===== src/rtl/insn_decode_pkg.sv =====
package insn_decode_pkg;

  localparam int unsigned OPW  = 6;
  localparam int unsigned REGW = 5;
  localparam int unsigned IMMW = 16;
  localparam int unsigned TGTW = 26;

  typedef enum logic [3:0] {
    ALU_ADD = 4'd0, ALU_SUB = 4'd1, ALU_AND = 4'd2, ALU_OR  = 4'd3,
    ALU_NOR = 4'd4, ALU_SLL = 4'd5, ALU_SRL = 4'd6, ALU_SLT = 4'd7,
    ALU_PASSB = 4'd8
  } alu_op_e;

  typedef enum logic [1:0] {DST_RT = 2'd0, DST_RD = 2'd1, DST_LINK = 2'd2} dst_sel_e;
  typedef enum logic [1:0] {SZ_BYTE = 2'd0, SZ_HALF = 2'd1, SZ_WORD = 2'd2} mem_size_e;
  typedef enum logic [1:0] {IMM_SIGN = 2'd0, IMM_ZERO = 2'd1, IMM_UPPER = 2'd2} imm_mode_e;

  localparam logic [OPW-1:0] OP_REG  = 6'd0,  OP_J    = 6'd2,  OP_JAL  = 6'd3;
  localparam logic [OPW-1:0] OP_BEQ  = 6'd4,  OP_BNE  = 6'd5,  OP_ADDI = 6'd8;
  localparam logic [OPW-1:0] OP_SLTI = 6'd10, OP_ANDI = 6'd12, OP_ORI  = 6'd13;
  localparam logic [OPW-1:0] OP_LUI  = 6'd15, OP_LB   = 6'd32, OP_LH   = 6'd33;
  localparam logic [OPW-1:0] OP_LW   = 6'd35, OP_SB   = 6'd40, OP_SH   = 6'd41;
  localparam logic [OPW-1:0] OP_SW   = 6'd43;

  localparam logic [5:0] FN_SLL = 6'd0,  FN_SRL = 6'd2,  FN_JR  = 6'd8;
  localparam logic [5:0] FN_ADD = 6'd32, FN_SUB = 6'd34, FN_AND = 6'd36;
  localparam logic [5:0] FN_OR  = 6'd37, FN_NOR = 6'd39, FN_SLT = 6'd42;

  typedef struct packed {
    logic      reg_write;
    dst_sel_e  dst_sel;
    alu_op_e   alu_op;
    logic      alu_src_imm;
    logic      shamt_sel;
    logic      mem_read;
    logic      mem_write;
    mem_size_e mem_size;
    logic      branch;
    logic      branch_ne;
    logic      jump;
    logic      jump_reg;
    logic      link;
    logic      illegal;
    imm_mode_e imm_mode;
  } ctrl_t;

  function automatic ctrl_t ctrl_idle();
    ctrl_t c;
    c.reg_write   = 1'b0;
    c.dst_sel     = DST_RT;
    c.alu_op      = ALU_ADD;
    c.alu_src_imm = 1'b0;
    c.shamt_sel   = 1'b0;
    c.mem_read    = 1'b0;
    c.mem_write   = 1'b0;
    c.mem_size    = SZ_BYTE;
    c.branch      = 1'b0;
    c.branch_ne   = 1'b0;
    c.jump        = 1'b0;
    c.jump_reg    = 1'b0;
    c.link        = 1'b0;
    c.illegal     = 1'b0;
    c.imm_mode    = IMM_SIGN;
    return c;
  endfunction

endpackage


===== src/rtl/insn_fields.sv =====
module insn_fields
  import insn_decode_pkg::*;
(
  input  logic [31:0]      instr_i,
  output logic [OPW-1:0]   op_o,
  output logic [REGW-1:0]  rs_o,
  output logic [REGW-1:0]  rt_o,
  output logic [REGW-1:0]  rd_o,
  output logic [REGW-1:0]  shamt_o,
  output logic [5:0]       funct_o,
  output logic [IMMW-1:0]  imm_o,
  output logic [TGTW-1:0]  target_o
);
  assign op_o     = instr_i[31:26];
  assign rs_o     = instr_i[25:21];
  assign rt_o     = instr_i[20:16];
  assign rd_o     = instr_i[15:11];
  assign shamt_o  = instr_i[10:6];
  assign funct_o  = instr_i[5:0];
  assign imm_o    = instr_i[15:0];
  assign target_o = instr_i[25:0];
endmodule


===== src/rtl/insn_rgroup.sv =====
module insn_rgroup
  import insn_decode_pkg::*;
(
  input  logic [5:0] funct_i,
  output ctrl_t      ctrl_o
);
  always_comb begin
    ctrl_o         = ctrl_idle();
    ctrl_o.dst_sel = DST_RD;
    unique case (funct_i)
      FN_ADD: begin ctrl_o.reg_write = 1'b1; ctrl_o.alu_op = ALU_ADD; end
      FN_SUB: begin ctrl_o.reg_write = 1'b1; ctrl_o.alu_op = ALU_SUB; end
      FN_AND: begin ctrl_o.reg_write = 1'b1; ctrl_o.alu_op = ALU_AND; end
      FN_OR:  begin ctrl_o.reg_write = 1'b1; ctrl_o.alu_op = ALU_OR;  end
      FN_NOR: begin ctrl_o.reg_write = 1'b1; ctrl_o.alu_op = ALU_NOR; end
      FN_SLT: begin ctrl_o.reg_write = 1'b1; ctrl_o.alu_op = ALU_SLT; end
      FN_SLL: begin
        ctrl_o.reg_write = 1'b1;
        ctrl_o.alu_op    = ALU_SLL;
        ctrl_o.shamt_sel = 1'b1;
      end
      FN_SRL: begin
        ctrl_o.reg_write = 1'b1;
        ctrl_o.alu_op    = ALU_SRL;
        ctrl_o.shamt_sel = 1'b1;
      end
      FN_JR:   ctrl_o.jump_reg = 1'b1;
      default: ctrl_o.illegal  = 1'b1;
    endcase
  end
endmodule


===== src/rtl/insn_main.sv =====
module insn_main
  import insn_decode_pkg::*;
(
  input  logic [OPW-1:0] op_i,
  input  ctrl_t          rgrp_i,
  output ctrl_t          ctrl_o
);
  always_comb begin
    ctrl_o = ctrl_idle();
    unique case (op_i)
      OP_REG: ctrl_o = rgrp_i;
      OP_J:   ctrl_o.jump = 1'b1;
      OP_JAL: begin
        ctrl_o.jump      = 1'b1;
        ctrl_o.link      = 1'b1;
        ctrl_o.reg_write = 1'b1;
        ctrl_o.dst_sel   = DST_LINK;
      end
      OP_BEQ, OP_BNE: begin
        ctrl_o.branch    = 1'b1;
        ctrl_o.branch_ne = (op_i == OP_BNE);
        ctrl_o.alu_op    = ALU_SUB;
      end
      OP_ADDI, OP_SLTI, OP_ANDI, OP_ORI, OP_LUI: begin
        ctrl_o.reg_write   = 1'b1;
        ctrl_o.alu_src_imm = 1'b1;
        unique case (op_i)
          OP_SLTI: ctrl_o.alu_op = ALU_SLT;
          OP_ANDI: begin ctrl_o.alu_op = ALU_AND;   ctrl_o.imm_mode = IMM_ZERO;  end
          OP_ORI:  begin ctrl_o.alu_op = ALU_OR;    ctrl_o.imm_mode = IMM_ZERO;  end
          OP_LUI:  begin ctrl_o.alu_op = ALU_PASSB; ctrl_o.imm_mode = IMM_UPPER; end
          default: ctrl_o.alu_op = ALU_ADD;
        endcase
      end
      OP_LB, OP_LH, OP_LW: begin
        ctrl_o.reg_write   = 1'b1;
        ctrl_o.alu_src_imm = 1'b1;
        ctrl_o.mem_read    = 1'b1;
        ctrl_o.mem_size    = (op_i == OP_LB) ? SZ_BYTE :
                             (op_i == OP_LH) ? SZ_HALF : SZ_WORD;
      end
      OP_SB, OP_SH, OP_SW: begin
        ctrl_o.alu_src_imm = 1'b1;
        ctrl_o.mem_write   = 1'b1;
        ctrl_o.mem_size    = (op_i == OP_SB) ? SZ_BYTE :
                             (op_i == OP_SH) ? SZ_HALF : SZ_WORD;
      end
      default: ctrl_o.illegal = 1'b1;
    endcase
  end
endmodule


===== src/rtl/insn_immext.sv =====
module insn_immext
  import insn_decode_pkg::*;
#(
  parameter int unsigned XLEN = 32
) (
  input  logic [IMMW-1:0] imm_i,
  input  imm_mode_e       mode_i,
  output logic [XLEN-1:0] imm_ext_o
);
  localparam int unsigned PADW = XLEN - IMMW;

  logic [XLEN-1:0] sext, zext, upper;

  assign sext = {{PADW{imm_i[IMMW-1]}}, imm_i};
  assign zext = {{PADW{1'b0}}, imm_i};

  generate
    if (PADW >= IMMW) begin : g_wide
      assign upper = {imm_i, {PADW{1'b0}}} >> (PADW - IMMW);
    end else begin : g_narrow
      assign upper = zext;
    end
  endgenerate

  always_comb begin
    unique case (mode_i)
      IMM_ZERO:  imm_ext_o = zext;
      IMM_UPPER: imm_ext_o = upper;
      default:   imm_ext_o = sext;
    endcase
  end
endmodule


===== src/rtl/insn_decode.sv =====
module insn_decode
  import insn_decode_pkg::*;
#(
  parameter int unsigned XLEN     = 32,
  parameter int unsigned LINK_REG = 31
) (
  input  logic [31:0]     instr_i,
  output logic [4:0]      rs_o,
  output logic [4:0]      rt_o,
  output logic [4:0]      rd_o,
  output logic [4:0]      shamt_o,
  output logic [15:0]     imm_o,
  output logic [25:0]     target_o,
  output logic [XLEN-1:0] imm_ext_o,
  output logic [4:0]      wr_reg_o,
  output logic [1:0]      dst_sel_o,
  output logic            reg_write_o,
  output logic [3:0]      alu_op_o,
  output logic            alu_src_imm_o,
  output logic            shamt_sel_o,
  output logic            mem_read_o,
  output logic            mem_write_o,
  output logic [1:0]      mem_size_o,
  output logic            branch_o,
  output logic            branch_ne_o,
  output logic            jump_o,
  output logic            jump_reg_o,
  output logic            link_o,
  output logic            illegal_o
);
  localparam logic [REGW-1:0] LINK_IDX = REGW'(LINK_REG);

  logic [OPW-1:0] op;
  logic [5:0]     funct;
  ctrl_t          rgrp_ctrl, ctrl;

  insn_fields u_fields (
    .instr_i  (instr_i),
    .op_o     (op),
    .rs_o     (rs_o),
    .rt_o     (rt_o),
    .rd_o     (rd_o),
    .shamt_o  (shamt_o),
    .funct_o  (funct),
    .imm_o    (imm_o),
    .target_o (target_o)
  );

  insn_rgroup u_rgroup (
    .funct_i (funct),
    .ctrl_o  (rgrp_ctrl)
  );

  insn_main u_main (
    .op_i   (op),
    .rgrp_i (rgrp_ctrl),
    .ctrl_o (ctrl)
  );

  insn_immext #(.XLEN(XLEN)) u_immext (
    .imm_i     (imm_o),
    .mode_i    (ctrl.imm_mode),
    .imm_ext_o (imm_ext_o)
  );

  always_comb begin
    unique case (ctrl.dst_sel)
      DST_RD:   wr_reg_o = rd_o;
      DST_LINK: wr_reg_o = LINK_IDX;
      default:  wr_reg_o = rt_o;
    endcase
  end

  assign dst_sel_o     = ctrl.dst_sel;
  assign reg_write_o   = ctrl.reg_write;
  assign alu_op_o      = ctrl.alu_op;
  assign alu_src_imm_o = ctrl.alu_src_imm;
  assign shamt_sel_o   = ctrl.shamt_sel;
  assign mem_read_o    = ctrl.mem_read;
  assign mem_write_o   = ctrl.mem_write;
  assign mem_size_o    = ctrl.mem_size;
  assign branch_o      = ctrl.branch;
  assign branch_ne_o   = ctrl.branch_ne;
  assign jump_o        = ctrl.jump;
  assign jump_reg_o    = ctrl.jump_reg;
  assign link_o        = ctrl.link;
  assign illegal_o     = ctrl.illegal;
endmodule


===== config.mk =====
export PLATFORM = sky130hd
export DESIGN_NAME = insn_decode
export DESIGN_NICKNAME = d
export VERILOG_FILES = /design/src/rtl/insn_decode_pkg.sv /design/src/rtl/insn_fields.sv /design/src/rtl/insn_rgroup.sv /design/src/rtl/insn_main.sv /design/src/rtl/insn_immext.sv /design/src/rtl/insn_decode.sv
export SDC_FILE = /design/constraint.sdc
export NUM_CORES = 1
export LEC_CHECK = 0
export BUFFER_PORTS_ARGS = -buffer_cell sky130_fd_sc_hd__buf_4
export CAP_MARGIN = 20
export CORE_MARGIN = 10
export CORE_UTILIZATION = 45
export DETAILED_ROUTE_END_ITERATION = 8
export MAX_ROUTING_LAYER = met4
export PLACE_DENSITY = 0.94
export SLEW_MARGIN = 20
export SYNTH_ARGS = -nofsm -noshare
export SYNTH_HDL_FRONTEND = slang
export SYNTH_HIERARCHICAL = 1
export SYNTH_SLANG_ARGS = --single-unit

===== constraint.sdc =====
create_clock -name vclk -period 5
set_input_delay 0.5 -clock vclk [all_inputs]
set_output_delay 0.5 -clock vclk [all_outputs]
set_load 0.01 [all_outputs]

# After elaboration in Yosys (flattened, before gate mapping)
# Cells that the tools add are included.
# W data, S select, Z words.
# totals
regBits	0
output_inout_bits	118
word_cells	68
# op_classes
eq_ne	27
muxes	27
reduce_logical	14
# op_table
op	n
$eq A6 B6 Y1 const B	12
$pmux W32 S2	1
$eq A6 B4 Y1 const B	6
$pmux W3 S7	1
$eq A6 B2 Y1 const B	3
$reduce_or A9 Y1	2
$pmux W4 S4	1
$reduce_or A15 Y1	1
$eq A6 B3 Y1 const B	2
$logic_not A6 Y1	2
$mux W2	6
$pmux W2 S2	3
$pmux W4 S3	1
$mux W1	11
$reduce_or A11 Y1	1
$pmux W5 S2	1
$reduce_or A2 Y1	4
$reduce_or A8 Y1	1
$reduce_or A3 Y1	2
$reduce_or A5 Y1	1
$eq A2 B1 Y1 const B	2
$eq A2 B2 Y1 const B	2
$pmux W1 S2	2

# Logic depth before layout (Yosys ltp)
# Gate-level depths: netlist of run 1.
# logic_depth
ltp_word	6
ltp_mapped	11
depth_no_buf	7

# Modules after synthesis
# The synthesis of run 1 kept the hierarchy.
# by_module_without_submodules
mod	n_inst	cells_each	area_per_inst_um2	seq_area_each_um2
insn_fields	1	74	555.5	0.0
insn_main	1	83	528.0	0.0
insn_rgroup	1	49	334.1	0.0
insn_immext	1	43	321.6	0.0
insn_decode	1	20	117.6	0.0

# Worst setup path after synthesis of run 1
# OpenSTA, ideal clock, no wires.
# synth_timing
kind	input -> output
startpoint	input port instr_i[29]
endpoint	output port wr_reg_o[1]
t_arrival_ps	2244
t_required_ps	4500
slack_ps	2256
path_stages	8
n_path_buf	2
path_cell_list	buf_4 -> buf_6 -> nor4_1 -> and3_1 -> inv_1 -> ha_1 -> nor2b_1 -> a21oi_1
# synth_via
elab_chain_len	4
elab_cells_between_ends	6
cone_classes	eq/ne: 3; mux: 2; reduce/logical: 1
# synth_rtl
element	line	text
from (decl)	insn_decode.sv:7	input logic [31:0] instr_i,
$eq A6 B2 Y1 or $logic_not A6 Y1 (tied branches)	-	
$pmux W2 S2 *	insn_main.sv:10	unique case (op_i)
via dst_sel_o[0]	insn_decode.sv:16	output logic [1:0] dst_sel_o,
$eq A2 B2 Y1 or $eq A2 B1 Y1 (tied branches)	insn_decode.sv:67	unique case (ctrl.dst_sel)
$pmux W5 S2 *	insn_decode.sv:67	
to (decl)	insn_decode.sv:15	output logic [4:0] wr_reg_o,
# The timed path passes the listed nets; every way through them passes the cells marked *.

==> results of run 1 <==
==> placed cells by master (no fill, tap or decap), drive strengths merged, types with 2 or more instances in the layout <==
| cell | n |
|---|---|
| and2b | 4 |
| nor2 | 13 |
| and3 | 4 |
| conb | 14 |
| nand3 | 6 |
| nand2 | 13 |
| a21o | 16 |
| a221o | 2 |
| o21ai | 3 |
| nand4b | 2 |
| nor3 | 3 |
| a21oi | 17 |
| nand2b | 2 |
| inv | 7 |
| buf | 136 |
| nor2b | 20 |
| ha | 4 |
| or2 | 2 |
| nor4b | 2 |
| a2111oi | 2 |
| nand3b | 4 |
| nor3b | 3 |
| a31oi | 2 |
| o41ai | 2 |
| and2 | 3 |
| nor4 | 4 |
| or3 | 2 |
==> cells in the mapped netlist (all sizes together) (2+ instances only) <==
master / instances
buf: 101
nor2b: 20
a21oi: 17
a21o: 16
nand2: 13
nor2: 13
inv: 7
clkbuf: 6
nand3: 6
and2b: 4
and3: 4
ha: 4
nand3b: 4
nor4: 4
and2: 3
nor3: 3
nor3b: 3
o21ai: 3
a2111oi: 2
a221o: 2
a31oi: 2
conb: 2
nand2b: 2
nand4b: 2
nor4b: 2
o41ai: 2
or2: 2
or3: 2
==> layer usage <==
| metal | wire, um | track usage (%) | part of all wire, % |
|---|---|---|---|
| met5 | 0 | - | 0 |
| met4 | 57 | 1.52 | 0.96 |
| met3 | 581 | 3.48 | 9.8 |
| met2 | 2870 | 25.6 | 48 |
| met1 | 2450 | 17.5 | 41 |
==> path summary, 6_finish.rpt <==
| path | start | end | slack [ns] | cells after the start |
|---|---|---|---|---|
| worst min-delay path | instr_i[21] | rs_o[0] | 1.00 | 0 |
| worst max-delay path | instr_i[31] | imm_ext_o[13] | 1.63 | 8 |
==> logic make-up after synthesis <==
kind of cell / synth area share (%)
muxes: 1.15
xor gates and xnor gates: 0.472
other: 0.404
adders and majority gates: 2.70
AOI/OAI and AO/OA: 20.7
and+or+nand+nor: 30.7
buffers and inverters: 43.9
==> cell type report <==
type                       count  area, um^2  share of cell area (%)
multi-input combinational    167        1090                    49.5
timing repair buffer         136        1020                    46.5
tap                           50        62.6                    2.85
inverter                       7        26.3                    1.20
==> through the flow <==
step | std cells | instance area (um^2) | util (%)
after floorplan | 281 | 1900 | -
after CTS | 360 | 2200 | 54.9
final | 360 | 2200 | 54.9
after global routing | 360 | 2200 | 54.9
after detailed placement | 360 | 2200 | 54.9
after global placement | 360 | 2200 | 54.9
==> power groups by stage <==
stage	Sequential, mW	Clock, mW	Combinational (mW)
final	0	0	0.193
after global routing	0	0	0.209
after CTS	0	0	0.195
after detailed placement	0	0	0.195
after global placement	0	0	0.191
after floorplan	0	0	0.149
==> critical path, delay by kind of cell <==
family	cells	cell delay [ns]
AOI/OAI and AO/OA	1	0.28
adders and majority gates	1	0.33
buffers and inverters	3	0.37
and+or+nand+nor	3	1.39
==> impl_results.md, run 1 <==
* Tot Pwr at 0.193 mW
* Number of core rows at 23
* Die height at 84.2 um
* Hold buffer count at cts at 0
* Slew Viols, Final at 0
* Share of layout cells above drive strength 1 at 48.4%
* Core Region at 0.00400 mm^2
* Tcrit/Tclk final at 67.4%
* Most frequent CP cell: buf_4
* Routed WL at 5.95 mm
* Hold crit path type: input port to output port
* Crit-path cells: buf_4 > or2_1 > a211oi_1 > inv_1 > ha_1 > nor2_1 > and2b_1 > buf_4
* Clkbuf count at 0
* Critical path capture point type: output port
* Post-Syn Area at 0.00186 mm^2
* Distinct cells, synth at 56
* Mean Syn Cell Area at 6.90 um^2
* Worst-Margin Slew at 1.00 ns
* GPL Wtd Cong at 0.873
* DIE AREA at 0.00710 mm^2
* Fill cells at 394
* Max Fclk at 297 MHz
* Vias in the first global route at 1,638
* Leak at 1.14 nW
* Layout Nets at 348
* Initial antenna violation count at 0
* IO Pins at 150
* Setup WS post-layout at 1.63 ns
* GRT Overall Usage at 14.8%
* Max-cap viol count at 0
* Pint at 0.0947 mW
* First-pass GRT wire length at 9.03 mm
* Min cycle time layout at 3.37 ns
* Hold Slack at 1.00 ns
* Slowest CP cell: nor2_1
* Power share of the clock group at 0%
* Sw Ratio at 50.9%
* Setup violations, final at 0
* Arrival time worst endpoint at 2.87 ns
* Register Area at 0 um^2
* CTS resizes at 0
* Pre-antenna DRT Iters at 4
* Gr ovfl total at 0
* Setup_tns at 0 ns
* Initial Util at 46.4%
* Post-synthesis sequential area ratio at 0%
* Rel. slew slack at 33.0%
* Startpoint Class: input port
* Largest net degree at the start of global routing at 25
* DRT antenna net count at 0
* Synthesis-to-finish area growth at 18.3%
* Via Count at 1,763
* Cell accounting for the most synthesized area: buf_4
* Sum of net half-perimeters after detailed placement at 4.91 mm
* Critical path's largest stage delay at 0.77 ns
* Count of final hold-check violations at 0
* Combinational Power Share at 100.0%
* Status: finished clean
* Pwr/cell area at 87.8 mW/mm^2
* Post-synth top area share at 36.8%
* Starting DRC count in detailed routing at 105
* Switch Pwr at 0.0983 mW
* Place WS at 1.61 ns
* Post-CTS Setup Bufs at 0
* Yosys warning total at 6
* Critical Path RT at 4.50 ns
* Seq Cell Count at 0
* Mapped Cells at 269
* Crit-path max FO at 16
* Setup CP Type: input port to output port
* Port bufs at 135
* Worst IR Drop VDD at 0.0348 mV
* Residual DRC count at 0
* Via density at 4.90
* Largest cells by area after synthesis: buf_4 (37%), nor2b_1 (6.7%), a21o_1 (4.4%)
* ANT cells at 0
* Die Width at 84.2 um
* RSZ-0062 raised after global routing: false
* DR WL/cell at 16.5 um
* Sequential power share at 0%
Power figures use the tool's default switching activity.
==> run 2: changes to the inputs <==
Settings changed: CORE_UTILIZATION 45 to 42, PLACE_DENSITY 0.94 to 0.88.
Clock period 5 ns to 3.4 ns, I/O delays scaled along.
==> run 2 against run 1 <==
  * First-iteration DRC count fell by 12%
  * Sequential share of layout area stayed put
  * Non-clock buffer count increased by 2
  * Via count up 1.9%
  * Final area increased by 0.80%
  * Global-route usage decreased by 1.3 points
  * Routed wire length unchanged
  * Final cell count grew 1.1%
  * Power increased by 48%
  * Critical path depth is the same
  * Worst hold slack lost 0.32 ns
  * Sequential cell count unchanged
  * Critical endpoint is now imm_ext_o[25]
  * Largest cell class unchanged
  * Largest power group unchanged
==> impl_results.md, run 2 (same netlist as run 1, synthesis figures left out) <==
* Worst IR Drop VDD at 0.0556 mV
* Seq Cell Count at 0
* Combinational Power Share at 100.0%
* Slew Viols, Final at 0
* Crit-path max FO at 15
* Die height at 86.5 um
* Power share of the clock group at 0%
* DR WL/cell at 16.4 um
* Setup violations, final at 0
* Critical path capture point type: output port
* First-pass GRT wire length at 8.63 mm
* ANT cells at 0
* Port bufs at 135
* Area post-placement at 0.00221 mm^2
* Setup_tns at 0 ns
* IO Pins at 150
* Startpoint Class: input port
* Tot Pwr at 0.285 mW
* Fill cells at 437
* Starting DRC count in detailed routing at 92
* Synthesis-to-finish area growth at 19.3%
* Final Instance Area at 0.00221 mm^2
* Gr ovfl total at 0
* Pint at 0.140 mW
* Most common cell after layout, fill and taps aside: buf_4
* Sum of net half-perimeters after detailed placement at 4.93 mm
* Routed WL at 5.95 mm
* Max Fclk at 371 MHz
* Switch Pwr at 0.144 mW
* Die Width at 86.5 um
* Pwr/cell area at 129 mW/mm^2
* Most frequent cells in the layout: buf_4 (138), nor2b_1 (20), a21oi_1 (16)
* Residual DRC count at 0
* Initial Util at 42.9%
* Share of layout cells above drive strength 1 at 48.7%
* DRT antenna net count at 0
* Status: finished clean
* Worst-Margin Slew at 0.686 ns
* Multi-input logic area at 0.00109 mm^2
* Largest net degree at the start of global routing at 25
* Arrival time worst endpoint at 2.36 ns
* Via density at 4.94
* GPL Wtd Cong at 0.800
* Sw Ratio at 50.7%
* Core Region at 0.00432 mm^2
* Rel. slew slack at 53.8%
* Sequential power share at 0%
* Critical Path RT at 3.06 ns
* RSZ-0062 raised after global routing: false
* Max-cap viol count at 0
* Setup CP Type: input port to output port
* Vias in the first global route at 1,633
* DIE AREA at 0.00748 mm^2
* Layout Nets at 350
* Min cycle time layout at 2.70 ns
* Hold crit path type: input port to output port
* Hold buffer count at cts at 0
* Clkbuf count at 0
* Post-CTS Setup Bufs at 0
* CTS resizes at 0
* Count of final hold-check violations at 0
* Initial antenna violation count at 0
* GRT Overall Usage at 13.5%
* Tcrit/Tclk final at 79.3%
* Register Area at 0 um^2
* Leak at 1.15 nW
* Via Count at 1,797
* Pre-antenna DRT Iters at 4
* Number of core rows at 24
## run 2: per-layer routing
layer	up-vias	wire [um]	share of wire (%)	track usage [%]
met3	0	535	9.0	2.81
met2	85	2860	48	23.2
met5	-	0	0	-
met4	0	0	0	0
li1	907	-	-	-
met1	805	2560	43	16.9
## run 2: worst max-delay path, cell delays in order
cell,delay (ns)
buf_4,0.15
or2_1,0.34
a211oi_1,0.33
inv_1,0.08
ha_1,0.33
and2_1,0.51
a21o_2,0.16
buf_4,0.12
## run 2: power by group through the flow
stage          Clock, mW  Sequential, mW  Combinational (mW)
2_1_floorplan          0               0               0.219
3_3_place_gp           0               0               0.283
3_5_place_dp           0               0               0.287
4_1_cts                0               0               0.288
5_1_grt                0               0               0.308
6_report               0               0               0.285
## run 2: layout make-up
| cell class | count | area share, % |
|---|---|---|
| Multi-Input combinational cell | 167 | 49.1 |
| Timing Repair Buffer | 138 | 46.8 |
| Tap cell | 52 | 2.94 |
| Inverter | 7 | 1.19 |
## run 2: through the flow
step                utilization [%]  cells  setup slack [ns]  hold WS, ns
floorplan                         -    281             0.976        0.772
global placement               51.2    364             0.733        0.680
detailed placement             51.2    364             0.693        0.680
CTS                            51.2    364             0.682        0.680
global route                   51.2    364             0.464        0.680
finish                         51.2    364             0.702        0.680
## run 2: path summary, 6_finish.rpt
kind	startpoint	endpoint	slack, ns	cells past startpoint
worst max-delay path	instr_i[31]	imm_ext_o[25]	0.70	8
worst min-delay path	instr_i[23]	rs_o[2]	0.68	0
==> run 3: changes to the inputs <==
Settings changed: ABC_AREA from default to 1, CORE_UTILIZATION 42 to 41.
Clock period 3.4 ns to 2.7 ns, I/O delays scaled along.
==> run 3 against run 2 <==
  * First-iteration DRC count fell by 32%
  * Critical path depth rose by 1
  * Area after synthesis fell by 3.7%
  * Global-route usage rose by 0.70 points
  * Sequential cell count did not move
  * Critical endpoint is now imm_ext_o[3]
==> impl_results.md, run 3 <==
* Mapped Cells at 316
* GRT Overall Usage at 14.2%
* Distinct cells, synth at 23
* Startpoint Class: input port
* Post-synthesis sequential area ratio at 0%
* Tot Pwr at 0.339 mW
* Worst-Margin Slew at 0.578 ns
* CP delay by family, top: simple AND/OR/NAND/NOR gates
* DRT antenna net count at 0
* Residual DRC count at 0
* Clkbuf count at 0
* Hold Slack at 0.540 ns
* Mean Syn Cell Area at 5.66 um^2
* Die Width at 86.0 um
* Largest cells by area after synthesis: buf_4 (37%), nand2_1 (14%), nand3_1 (11%)
* Hold crit path type: input port to output port
* Critical Path RT at 2.43 ns
* Most common cell after layout, fill and taps aside: buf_4
* Post-Syn Area at 0.00179 mm^2
* Starting DRC count in detailed routing at 63
* Crit-path max FO at 16
* First-pass GRT wire length at 8.92 mm
* Most frequent cell after synthesis: buf_4
* Most frequent CP cell: buf_4
* Most frequent cells in the layout: buf_4 (135), nand2_1 (65), nand3_1 (40)
* Core Region at 0.00412 mm^2
* Port bufs at 135
* Via Count at 1,836
* Cell accounting for the most synthesized area: buf_4
* Setup violations, final at 0
* Max Fclk at 467 MHz
* Share of layout cells above drive strength 1 at 45.0%
* Worst hold path depth at 0
* Seq Cell Count at 0
* Pre-antenna DRT Iters at 4
* Slowest CP cell: ha_1
* Worst path depth at 9
* Critical path's largest stage delay at 0.36 ns
* Register Area at 0 um^2
* IO Pins at 150
* Multi-input logic area at 947 um^2
* Initial antenna violation count at 0
* Post-CTS Setup Bufs at 0
* Count of final hold-check violations at 0
* CTS resizes at 0
* Hold buffer count at cts at 0
* Critical path capture point type: output port
* Tcrit/Tclk final at 79.2%
* Pwr/cell area at 155 mW/mm^2
* Setup_tns at 0 ns
* Sum of net half-perimeters after detailed placement at 4.95 mm
* Vias in the first global route at 1,750
* Yosys warning total at 6
* Fill cells at 412
* Arrival time worst endpoint at 1.87 ns
* Initial Util at 43.4%
* Via density at 4.38
* DIE AREA at 0.00740 mm^2
* Number of core rows at 23
* Min cycle time layout at 2.14 ns
* Top cells by count, synth: buf_4 (89), nand2_1 (65), nand3_1 (40)
* Crit-path cells: buf_4 > nor2_8 > nand3_1 > nand2_1 > inv_1 > ha_1 > nor2_4 > nor2_1 > buf_4
* Setup WS post-layout at 0.561 ns
* Gr ovfl total at 0
* Synthesis-to-finish area growth at 22.5%
* Place WS at 0.541 ns
* Worst IR Drop VDD at 0.0675 mV
* GPL Wtd Cong at 0.928
* Leak at 1.37 nW
* Status: finished clean
* Die height at 86.0 um
* CP bufs+invs at 3
* ANT cells at 0
* Setup CP Type: input port to output port
* Routed WL at 5.70 mm
* Post-synth top area share at 37.4%
* Rel. slew slack at 61.5%
* DR WL/cell at 13.6 um
* Largest net degree at the start of global routing at 19
* Slew Viols, Final at 0
* Layout Nets at 407
* RSZ-0062 raised after global routing: false
* Max-cap viol count at 0
==> run 3: area by class of cell <==
| class | count | share of cell area [%] |
|---|---|---|
| well taps | 50 | 2.86 |
| inverters | 44 | 7.65 |
| multi-input cells | 190 | 43.2 |
| repair buffers | 135 | 46.3 |
==> run 3: cell families (layout without fill, tap and decap cells) <==
logic type | after synthesis | count (layout) | share of synthesized area (%)
buffers and inverters | 138 | 179 | 49.5
AO/OA/AOI/OAI | 8 | 8 | 2.52
adder cells (fa/ha/maj) | 4 | 4 | 2.80
other | 2 | 14 | 0.420
AND/OR/NAND/NOR | 164 | 164 | 44.7
==> run 3: final timing paths <==
kind         from      endpoint
max   instr_i[31]  imm_ext_o[3]
min   instr_i[25]       rs_o[4]
==> run 3: routing by layer <==
metal / vias up / wire length [um] / global-route usage [%]
li1: 967 / - / -
met1: 793 / 2080 / 14.7
met2: 74 / 3100 / 28.1
met3: 2 / 521 / 2.93
met4: 0 / 2 / 0.299
met5: - / 0 / -
==> run 3: power by group <==
group          total, mW  leakage, nW  switching, mW  internal (mW)
Combinational      0.339         1.37          0.180          0.158
Sequential             0            0              0              0
Clock                  0            0              0              0
Total              0.339         1.37          0.180          0.158
==> run 3: stage by stage <==
step | util [%] | instances | instance area (um^2)
2_1_floorplan | - | 328 | 1830
3_3_place_gp | 53.2 | 419 | 2190
3_5_place_dp | 53.2 | 419 | 2190
4_1_cts | 53.2 | 419 | 2190
5_1_grt | 53.2 | 419 | 2190
6_report | 53.2 | 419 | 2190
